`src/rtl/addr_decoder.sv`:
```
module addr_decoder #(
  parameter int RAM_KB       = 32,
  parameter int SCREEN_KB    = 1,
  parameter bit IO_PAGE_ONLY = 1'b1,
  parameter bit HAS_VIDEO    = 1'b1,
  parameter int PORT_REGS    = 16,
  parameter int VID_REGS     = 32
) (
  input  logic        clk,
  input  logic        rst_n,
  input  logic [15:0] addr,
  input  logic        wr,
  input  logic [7:0]  wdata,
  input  logic [7:0]  mem_rdata,
  output logic [7:0]  rdata,
  output logic        cs_ram,
  output logic        cs_scr,
  output logic        cs_exp,
  output logic        cs_basic,
  output logic        cs_edit,
  output logic        cs_kern,
  output logic        cs_port0,
  output logic        cs_port1,
  output logic        cs_tmr,
  output logic        cs_vid,
  output logic [14:0] ram_addr,
  output logic [11:0] scr_addr
);

  localparam logic [16:0] RAM_TOP  = 17'(RAM_KB * 1024);
  localparam logic [11:0] SCR_MASK = 12'(SCREEN_KB * 1024 - 1);
  localparam int          PAW      = $clog2(PORT_REGS);
  localparam int          VAW      = $clog2(VID_REGS);

  logic io_win, ed_win, rom_ok, ram_hole;
  logic [3:0] psel;

  assign rom_ok = ~wr;
  assign io_win = (addr[15:11] == 5'b11101) && (!IO_PAGE_ONLY || addr[10:8] == 3'b000);
  assign ed_win = (addr[15:11] == 5'b11100) || (addr[15:11] == 5'b11101 && !io_win);

  assign cs_ram   = ~addr[15] && ({1'b0, addr} < RAM_TOP);
  assign ram_hole = ~addr[15] && !cs_ram;
  assign cs_scr   = addr[15:12] == 4'h8;
  assign cs_exp   = rom_ok && (addr[15:12] == 4'h9 || addr[15:13] == 3'b101);
  assign cs_basic = rom_ok && addr[15:13] == 3'b110;
  assign cs_edit  = rom_ok && ed_win;
  assign cs_kern  = rom_ok && addr[15:12] == 4'hF;

  assign psel     = {addr[7] & HAS_VIDEO, addr[6], addr[5], addr[4]} & {4{io_win}};
  assign cs_port0 = psel[0];
  assign cs_port1 = psel[1];
  assign cs_tmr   = psel[2];
  assign cs_vid   = psel[3];

  assign ram_addr = addr[14:0];
  assign scr_addr = addr[11:0] & SCR_MASK;

  logic [7:0] preg [3][PORT_REGS];
  logic [7:0] pdat [4];

  for (genvar k = 0; k < 3; k++) begin : g_port
    always_ff @(posedge clk or negedge rst_n) begin
      if (!rst_n) begin
        for (int i = 0; i < PORT_REGS; i++) preg[k][i] <= 8'h00;
      end else if (wr && psel[k]) begin
        preg[k][addr[PAW-1:0]] <= wdata;
      end
    end
    assign pdat[k] = preg[k][addr[PAW-1:0]];
  end

  logic [VAW-1:0] vidx;
  logic [7:0]     vreg [VID_REGS];

  always_ff @(posedge clk or negedge rst_n) begin
    if (!rst_n) begin
      vidx <= '0;
      for (int i = 0; i < VID_REGS; i++) vreg[i] <= 8'h00;
    end else if (wr && psel[3]) begin
      if (addr[0]) vreg[vidx] <= wdata;
      else         vidx <= wdata[VAW-1:0];
    end
  end

  assign pdat[3] = addr[0] ? vreg[vidx] : 8'(vidx);

  logic [7:0] merged;
  always_comb begin
    merged = 8'hFF;
    for (int k = 0; k < 4; k++)
      if (psel[k]) merged = merged & pdat[k];
  end

  assign rdata = (|psel)                          ? merged :
                 (ram_hole || (io_win && !(|psel))) ? 8'hFF  : mem_rdata;

endmodule


```
`config.mk`:
```
export PLATFORM = sky130hd
export DESIGN_NAME = addr_decoder
export DESIGN_NICKNAME = d
export VERILOG_FILES = /design/src/rtl/addr_decoder.sv
export SDC_FILE = /design/constraint.sdc
export NUM_CORES = 1
export LEC_CHECK = 0
export BUFFER_PORTS_ARGS = -buffer_cell sky130_fd_sc_hd__buf_2
export CORE_UTILIZATION = 45
export DETAILED_ROUTE_END_ITERATION = 16
export PLACE_DENSITY = 0.65
export SKIP_CTS_REPAIR_TIMING = 1
export SLEW_MARGIN = 20
export SYNTH_ARGS = -nofsm -noshare
export SYNTH_HDL_FRONTEND = slang
export SYNTH_SLANG_ARGS = --single-unit
```
`constraint.sdc`:
```
create_clock -name clk -period 2.85 [get_ports clk]
set_input_delay 0.4275 -clock clk [delete_from_list [all_inputs] [get_ports clk]]
set_output_delay 0.4275 -clock clk [all_outputs]
set_load 0.01 [all_outputs]
```
==> results of run 1 <==
layer usage:
layer	track usage	part of all wire	vias to the layer above
li1	-	-	8071
met1	0.3295	0.44	10150
met2	0.3908	0.48	528
met3	0.04816	0.053	138
met4	0.07460	0.028	0
met5	0	0	-
cell usage after synthesis (4+ instances only):
| cell | instances | area share |
|---|---|---|
| nand4b_1 | 4 | 0.0011 |
| nand2_1 | 24 | 0.0029 |
| mux2_2 | 672 | 0.25 |
| mux2_1 | 11 | 0.0040 |
| nand2b_1 | 8 | 0.0016 |
| mux4_2 | 130 | 0.096 |
| dfrtp_1 | 645 | 0.53 |
| o21ai_0 | 12 | 0.0020 |
| or2_2 | 4 | 0.00082 |
| o211ai_1 | 6 | 0.0015 |
| a31oi_1 | 4 | 0.00082 |
| clkbuf_1 | 88 | 0.011 |
| buf_1 | 9 | 0.0011 |
| nand3b_1 | 4 | 0.00098 |
| nor3_1 | 12 | 0.0020 |
| or4bb_1 | 4 | 0.0015 |
| nor2_1 | 14 | 0.0017 |
| a211oi_1 | 5 | 0.0012 |
| buf_2 | 41 | 0.0067 |
| nor2_2 | 26 | 0.0053 |
| o22ai_1 | 35 | 0.0072 |
| nand4_1 | 7 | 0.0014 |
| nor2b_1 | 9 | 0.0018 |
| nand3_1 | 11 | 0.0018 |
| buf_4 | 38 | 0.0093 |
| nor3_4 | 31 | 0.016 |
| nand3_2 | 7 | 0.0023 |
| buf_6 | 5 | 0.0018 |
| a22oi_1 | 13 | 0.0032 |
| inv_1 | 9 | 0.0011 |
| nor4_1 | 8 | 0.0016 |
| nor3_2 | 14 | 0.0046 |
| mux2i_1 | 52 | 0.017 |
| a21oi_1 | 5 | 0.00082 |
through the flow:
step / hold slack (ns) / total power [mW] / TNS [ns] / setup WS [ns]
after floorplan: 0.1319 / 9.775 / 0 / 0.1205
after global placement: 0.4434 / 10.33 / -1.528 / -0.2622
after detailed placement: 0.4426 / 10.35 / -1.671 / -0.3074
after CTS: -0.1968 / 19.60 / -6.148 / -0.9711
after global routing: 0.4319 / 20.06 / -4.466 / -0.6427
final: 0.3863 / 19.44 / -3.997 / -0.5823
registers in the layout (all words and copies together) (netlist names):
name  cells
preg    384
vreg    256
vidx      5
kinds of logic after synthesis:
family / Yosys count / synth area share
simple gates: 208 / 0.05488
buf+inv: 190 / 0.03085
flops: 645 / 0.5272
compound gates: 102 / 0.02313
other cells: 1 / 0.0001225
mux: 865 / 0.3638
where the power goes:
part           switching [mW]  internal, mW
registers             0.00975          9.17
clock network            3.76          5.47
logic                   0.688         0.335
total                    4.45          15.0
cell type report:
cell class,count,area (sq um),area share
clock buffer,102,2088,0.05603
timing repair buffer,389,3578,0.09601
tap,873,1092,0.02931
multi-input combinational,1177,14070,0.3775
inverter,9,33.78,0.0009064
clock inverter,25,255.2,0.006848
sequential,645,16150,0.4333
antenna,2,5.005,0.0001343
worst paths after layout:
path                                from         to  slack (ns)
worst max-delay path             vidx[0]   rdata[5]       -0.58
worst min-delay path               rst_n  vreg[120]        0.39
min in group clk                wdata[3]   preg[67]        0.47
worst min register to register  preg[57]   preg[57]        0.49
max in group asynchronous          rst_n   vreg[83]        1.34
worst max register to register   vidx[0]  vreg[205]        0.53
==> impl_metrics.yaml, run 1 <==
floorplan:
  num_rows: 95
  ios: 80
  core_area_sq_um: 67280
  start_util: 0.4551
  dieArea_sq_um: 69080
  fp.dieW_um: 262.8
  fp.dieH_um: 262.8
timing:
  rsz0062_at_grt: "true"
  worst_pin_slew_ns: 0.9316
  maxSlewHeadroom: 0.3790
  max_freq_mhz: 291.4
  fin_ws_ns: -0.5823
  setup_viol: 8
  finalCritPeriodShare: 1.204
  hold_viol_final: 0
  slew_viol_final: 0
  final.min_clock_period_ns: 3.432
  clock_skew_ns: 0.01552
power:
  p_per_area_nw_per_um2: 521.5
  leakagePower_nw: 17.80
  vdd_drop_max_v: 0.0004066
placed_design:
  place_area_sq_um: 34100
  dp_cells: 3073
  io_buffers: 77
  hpwl_um: 56330
  gp_congestion: 0.9359
global_routing:
  antenna_found_initial: 0
  grt_pass1_vias: 19990
  grt_first_pass_wirelength_um: 126700
  grt_util_all_layers: 0.2417
  grt_overflow_total: 0
  grt_max_degree: 106
synthesis:
  seq_area_frac_synth: 0.5272
  ys.flop_type: "dfrtp_1"
  syn_area_per_cell_sq_um: 15.22
  yosysWarnings: 0
  syn_area_sq_um: 30620
  postSynthCellCount: 2011
  synth_cell_type_count: 63
  synth_seq_cells: 645
  async_reset_ff_frac: 1.000
  synth_edf_count: 0
cells_and_area:
  n_fill_cell: 5374
  finalCoreUtilization: 0.5540
  drive_above_1_share: 0.6204
  finalNonFillerCells: 3222
  final_cell_mix: "mux2_2, dfrtp_1, buf_4"
  stdcell_area_sq_um: 37270
  mostFrequentLayoutCell: "mux2_2"
  num-nets-final: 2328
  syn_to_final_growth_pct: 21.74
outcome:
  outcome: "finished with violations"
  violations: "negative setup slack"
detailed_routing:
  drc: 0
  dr.pass1.iters: 5
  dr.first_iter.drc_count: 1399
  wirelength_um: 82690
  vias: 18880
  routedWlPerCell_um: 25.66
  vias_per_cell: 5.861
  antenna_left: 0
cts:
  cts_made_buffers: 71
  clk_pin_slew_ns: 0.07
  cts_tree: "done"
  clkLatencyLatePin_ns: 0.60
  htree_levels: 3
  cts_sinks: 645
  clk_path_buf_depth: 3
  cts-root-buf: "clkbuf_16"
worst_setup_path:
  cp.required_ns: 2.42
  critPathKind: "register to output port"
  crit_fanout: 7
  critPathSlowestCell: "mux4_2"
  max_stage_delay_ns: 0.52
  path_cells: "buf_12 > buf_6 > mux4_2 > a211oi_2 > nand4_1 > buf_4 > a41o_1 > buf_2"
  crit_cells: 8
  cp_top_family: "buffers and inverters"
  crit_path_end_kind: "output port"
  rr_worst_depth: 10
  arrival_ns: 3.00
  crit_buf_inv: 4
  cp-start-kind: "register"
run:
  maxCapViolCount: 0
min_path:
  hold_path.class: "primary input to asynchronous set/reset pin"
No activity file was read; power rests on OpenSTA's default activity.
==> run 2: changes to the inputs <==
- CAP_MARGIN: not set -> 25
- PLACE_DENSITY: 0.65 -> not set
- PLACE_DENSITY_LB_ADDON: not set -> 0.12
- SKIP_CTS_REPAIR_TIMING: 1 -> not set
==> run 2 against run 1 <==
Compared with the run above:
- the run still ends with negative setup slack left
- core utilization decreased by 0.17 points
- routed wire length increased by 4.1%
- non-clock buffer count decreased by 6
- maximum frequency increased by 1.1%
- total power about the same
- cell count decreased by 0.25%
- sequential share of layout area increased by 0.13 points
- die area unchanged
- worst hold slack improved by 0.057 ns
- highest routed layer unchanged
- combinational power about the same
- register-to-register slack got worse by 0.05 ns
==> impl_metrics.yaml, run 2 (synthesis gave the netlist of run 1 again) <==
cells_and_area:
  mostFrequentLayoutCell: "mux2_2"
  finalCoreUtilization: 0.5523
  stdcell_area_sq_um: 37160
  largest-register: "preg"
  reg.largest.list: "preg (384), vreg (256), vidx (5)"
  largest_register_ffs: 384
  num_antenna_cells: 0
  final_cell_mix: "mux2_2, dfrtp_1, buf_4"
  syn_to_final_growth_pct: 21.36
  num-nets-final: 2324
  drive_above_1_share: 0.6177
timing:
  final.min_clock_period_ns: 3.396
  slew_viol_final: 0
  worst_pin_slew_ns: 0.9878
  maxSlewHeadroom: 0.3414
  finalCritPeriodShare: 1.191
  setup_viol: 8
  clock_skew_ns: 0.008413
  rsz0062_at_grt: "true"
  hold_viol_final: 0
  max_freq_mhz: 294.5
  worst_hold_slack_ns: 0.4436
  fin_ws_ns: -0.5455
  fin_tns_setup_ns: -3.736
detailed_routing:
  routedWlPerCell_um: 26.78
  vias_per_cell: 5.812
  antenna_left: 0
  dr.pass1.iters: 5
  dr.first_iter.drc_count: 1081
  drc: 0
  wirelength_um: 86070
  vias: 18680
worst_setup_path:
  cp_top_family: "compound AO/OA/AOI/OAI gates"
  arrival_ns: 2.97
  cp-start-kind: "register"
  cp.required_ns: 2.42
  critPathKind: "register to output port"
  crit_buf_inv: 3
  crit_fanout: 7
  max_stage_delay_ns: 0.52
  critPathSlowestCell: "dfrtp_4"
  path_common_cell: "buf_12"
  path_cells: "buf_12 > buf_12 > mux2i_2 > o22ai_1 > a211oi_2 > nand4_1 > a41o_1 > buf_2"
  crit_path_end_kind: "output port"
floorplan:
  core_area_sq_um: 67280
  num_rows: 95
  start_util: 0.4551
  ios: 80
  fp.dieW_um: 262.8
  fp.dieH_um: 262.8
  dieArea_sq_um: 69080
cts:
  clkLatencyLatePin_ns: 0.60
  cts_made_buffers: 73
  cts_sinks: 645
  clk_pin_slew_ns: 0.06
  htree_levels: 3
  cts-root-buf: "clkbuf_16"
  cts_tree: "done"
  clk_path_buf_depth: 3
global_routing:
  antenna_found_initial: 1
  grt_overflow_total: 0
  grt_max_degree: 82
  grt_first_pass_wirelength_um: 131500
  grt_pass1_vias: 20070
  grt_util_all_layers: 0.2555
placed_design:
  io_buffers: 77
  gp_congestion: 0.9379
  hpwl_um: 58490
  place_area_sq_um: 33910
run:
  maxCapViolCount: 0
power:
  seq_power_share: 0.472
  p_int_mw: 14.98
  p_per_area_nw_per_um2: 523.5
  pwr-share-clk: 0.475
  power_frac_comb: 0.053
  swShare: 0.2300
  vdd_drop_max_v: 0.0004594
  leakagePower_nw: 17.74
  power_switching_mw: 4.474
  p_total_mw: 19.45
outcome:
  violations: "negative setup slack"
  outcome: "finished with violations"
min_path:
  hold_path.class: "primary input to asynchronous set/reset pin"
-- run 2: changes by cell type in the layout (fill, tap and decap cells not counted), sizes merged --
cell / delta
diode: -2
clkinv: -3
buf: -4
bufbuf: +1
bufinv: +1
clkinvlp: -3
inv: +2
-- run 2: path summary, 6_finish.rpt --
path                            from        end  slack, ns  cells after the start
setup / recovery             vidx[0]   rdata[5]      -0.55                      8
hold / removal                 rst_n   vreg[32]       0.44                      2
setup reg to reg             vidx[0]   vreg[68]       0.48                      8
hold reg to reg            preg[178]  preg[178]       0.48                      1
max in group asynchronous      rst_n   preg[52]       1.37                      3
min in group clk            wdata[2]  vreg[186]       0.48                      3
-- run 2: repair_timing --
item,CTS,global route
pin swaps,29,16
hold buffers,1,0
buffers inserted,20,3
setup endpoints to repair,8,8
endpoints found under the hold margin,56,0
cloned,3,0
gates resized for setup,111,30
-- run 2: power groups by stage --
stage	sequential, mW	combinational (mW)	clock (mW)
after global routing	9.18	1.10	9.83
final	9.19	1.02	9.24
after CTS	9.18	1.03	9.50
after global placement	9.35	0.982	0
after detailed placement	9.35	0.997	0
after floorplan	9.35	0.427	0
-- run 2: layout make-up --
| type | instances | area [sq um] |
|---|---|---|
| fillers | 5445 | 30120 |
| flip-flops and latches | 645 | 16150 |
| multi-input cells | 1177 | 14070 |
| repair buffers | 383 | 3478 |
| clock buffers | 105 | 2057 |
| well taps | 873 | 1092 |
| clock inverters | 22 | 276.5 |
| inverters | 9 | 33.78 |
-- run 2: routing by layer --
metal	vias up	part of all wire	track usage
met3	139	0.060	0.05847
met1	10020	0.42	0.3405
met5	-	0	0
met2	488	0.48	0.4134
met4	0	0.033	0.08535
li1	8034	-	-
-- run 2: metrics by stage --
stage	setup WS [ns]	std cells
floorplan	0.1205	2012
global placement	-0.3327	3064
detailed placement	-0.2760	3064
CTS	-0.5135	3212
global route	-0.6111	3214
finish	-0.5455	3214
==> run 3: changes to the inputs <==
- ABC_AREA: not set -> 1
==> run 3 against run 2 <==
Compared with the run above:
- the run still ends with negative setup slack left
- combinational power grew 31%
- total power up 2.2%
- routed wire length rose by 7.4%
- critical path type unchanged
- largest cell class unchanged
- highest routed layer unchanged
==> impl_metrics.yaml, run 3 <==
placed_design:
  place_area_sq_um: 32300
  hpwl_um: 58880
  gp_congestion: 0.9004
  io_buffers: 77
floorplan:
  fp.dieW_um: 262.1
  start_util: 0.4589
  fp.dieH_um: 262.1
  dieArea_sq_um: 68690
  ios: 80
  core_area_sq_um: 66330
  num_rows: 94
detailed_routing:
  antenna_left: 0
  vias_per_cell: 5.191
  vias: 25470
  drc: 0
  dr.pass1.iters: 6
  wirelength_um: 92400
  dr.first_iter.drc_count: 2447
  routedWlPerCell_um: 18.83
global_routing:
  grt_util_all_layers: 0.2751
  antenna_found_initial: 0
  grt_first_pass_wirelength_um: 144800
  grt_pass1_vias: 24380
  grt_max_degree: 82
  grt_overflow_total: 0
timing:
  max_freq_mhz: 321.7
  worst_pin_slew_ns: 0.8229
  slew_viol_final: 0
  finalCritPeriodShare: 1.091
  clock_skew_ns: 0.01434
  final.min_clock_period_ns: 3.108
  hold_viol_final: 0
  fin_tns_setup_ns: -1.462
  worst_hold_slack_ns: 0.3497
  fin_ws_ns: -0.2583
  setup_viol: 8
  rsz0062_at_grt: "true"
  maxSlewHeadroom: 0.4514
cells_and_area:
  n_fill_cell: 6343
  multi_input_area_sq_um: 13110
  num-nets-final: 4022
  largest-register: "preg"
  final_cell_mix: "nand2_1, dfrtp_1, nor2_1"
  regArea_sq_um: 16140
  stdcell_area_sq_um: 35630
  mostFrequentLayoutCell: "nand2_1"
  num_antenna_cells: 0
  syn_to_final_growth_pct: 17.04
  largest_register_ffs: 384
  drive_above_1_share: 0.1601
  reg.largest.list: "preg (384), vreg (256), vidx (5)"
worst_setup_path:
  arrival_ns: 2.68
  cp.required_ns: 2.42
  setup.worst_path.end: "rdata[7]"
  reg2reg_to: "vreg[76]"
  critPathKind: "register to output port"
  r2r_slack_ns: 0.82
  r2r-start: "vidx[0]"
  rr_worst_depth: 9
  crit_fanout: 5
  crit_path_end_kind: "output port"
  cp-startpoint: "vidx[0]"
  cp-start-kind: "register"
cts:
  htree_levels: 3
  cts_made_buffers: 72
  clk_path_buf_depth: 3
  cts_tree: "done"
  clk_pin_slew_ns: 0.06
  cts_sinks: 645
  clkLatencyLatePin_ns: 0.62
  cts-root-buf: "clkbuf_16"
synthesis:
  synth_seq_cells: 645
  ys.flop_type: "dfrtp_1"
  yosysWarnings: 0
  synthTopCellsByCount: "nand2_1, nor2_1, dfrtp_1, o21ai_0, o21ai_1"
  synth_edf_count: 0
  syn_area_sq_um: 30440
  syn_area_per_cell_sq_um: 7.804
  yosys.area.top_type_share: 0.5302
  yosysMostFrequentCell: "nand2_1"
  synth.largest_area_cell: "dfrtp_1"
  seq_area_frac_synth: 0.5302
  async_reset_ff_frac: 1.000
  synthTopCellsByArea: "dfrtp_1, nand2_1, nor2_1"
  synth_cell_type_count: 31
  postSynthCellCount: 3901
run:
  maxCapViolCount: 0
power:
  p_per_area_nw_per_um2: 558.0
  seq_power_share: 0.462
  power_switching_mw: 4.877
  leakagePower_nw: 17.93
  power_frac_comb: 0.067
  p_int_mw: 15.01
  swShare: 0.2453
  pwr-share-clk: 0.471
  vdd_drop_max_v: 0.0004245
outcome:
  outcome: "finished with violations"
  violations: "negative setup slack"
min_path:
  hold_path.class: "primary input to register"
[run 3: how the worst min path moves through the flow]
stage / startpoint / endpoint / slack (ns) / depth (start not counted)
floorplan: rst_n / preg[0] / 0.13 / 0
global placement: vreg[10] / vreg[10] / 0.46 / 2
detailed placement: vreg[71] / vreg[71] / 0.47 / 2
CTS: wdata[3] / preg[379] / 0.33 / 3
global route: wdata[3] / preg[347] / 0.35 / 3
finish: wdata[3] / preg[339] / 0.35 / 3
[run 3: cells by family (layout without fill, tap and decap cells)]
kind of cell,after synthesis,after routing,share of synthesized area
DFF,645,645,0.5302
AOI/OAI and AO/OA,710,710,0.1253
and+or+nand+nor,2202,2202,0.2895
other,1,2,0.0001232
buffers and inverters,343,483,0.05487
[run 3: area by class of cell]
type	instances	share of cell area
Clock inverter	29	0.008498
Multi-Input combinational cell	2914	0.3678
Clock buffer	100	0.05805
Sequential cell	645	0.4531
Inverter	76	0.008955
Tap cell	864	0.03034
Timing Repair Buffer	278	0.07325
[run 3: timing repair]
item | in CTS | in global routing
hold endpoints to repair | 46 | 0
pin swaps | 18 | 54
hold buffers | 1 | 0
endpoints found under the setup margin | 8 | 8
resized for setup | 82 | 88
buffers inserted | 15 | 9
gates cloned | 4 | 1
[run 3: worst max-delay path, stage by stage, from the launching register on]
cell and delay (ns):
dfrtp_2 0.50, nand2_4 0.12, buf_12 0.12, clkinvlp_4 0.16, nand2_1 0.12, nand3_2 0.10, nand2_4 0.11, nand2_2 0.07
nor2_4 0.16, nand2_1 0.11, nand2_1 0.08, nand2_2 0.10, nand3_2 0.11, nand2_1 0.06, buf_2 0.13
[run 3: power by group through the flow]
| stage | Combinational [mW] | Clock (mW) | Sequential, mW |
|---|---|---|---|
| final | 1.34 | 9.36 | 9.18 |
| after global routing | 1.47 | 9.89 | 9.18 |
| after CTS | 1.33 | 9.55 | 9.18 |
| after detailed placement | 1.30 | 0 | 9.35 |
| after global placement | 1.30 | 0 | 9.35 |
| after floorplan | 0.577 | 0 | 9.35 |
[run 3: through the flow]
stage / power (mW) / cells / setup WS [ns] / utilization
after detailed placement: 10.65 / 4748 / -0.04820 / 0.4869
after global routing: 20.54 / 4906 / -0.3472 / 0.5371
after floorplan: 9.927 / 3902 / 0.5423 / -
after CTS: 20.06 / 4897 / -0.2561 / 0.5308
after global placement: 10.65 / 4748 / -0.02182 / 0.4869
final: 19.88 / 4906 / -0.2583 / 0.5371
[run 3: per-layer routing]
layer	GRT usage	wire (um)	vias to the layer above
met1	0.3860	42330	12140
met2	0.4367	42510	667
met3	0.03115	4221	154
met5	0	0	-
met4	0.1074	3344	0
li1	-	-	12510
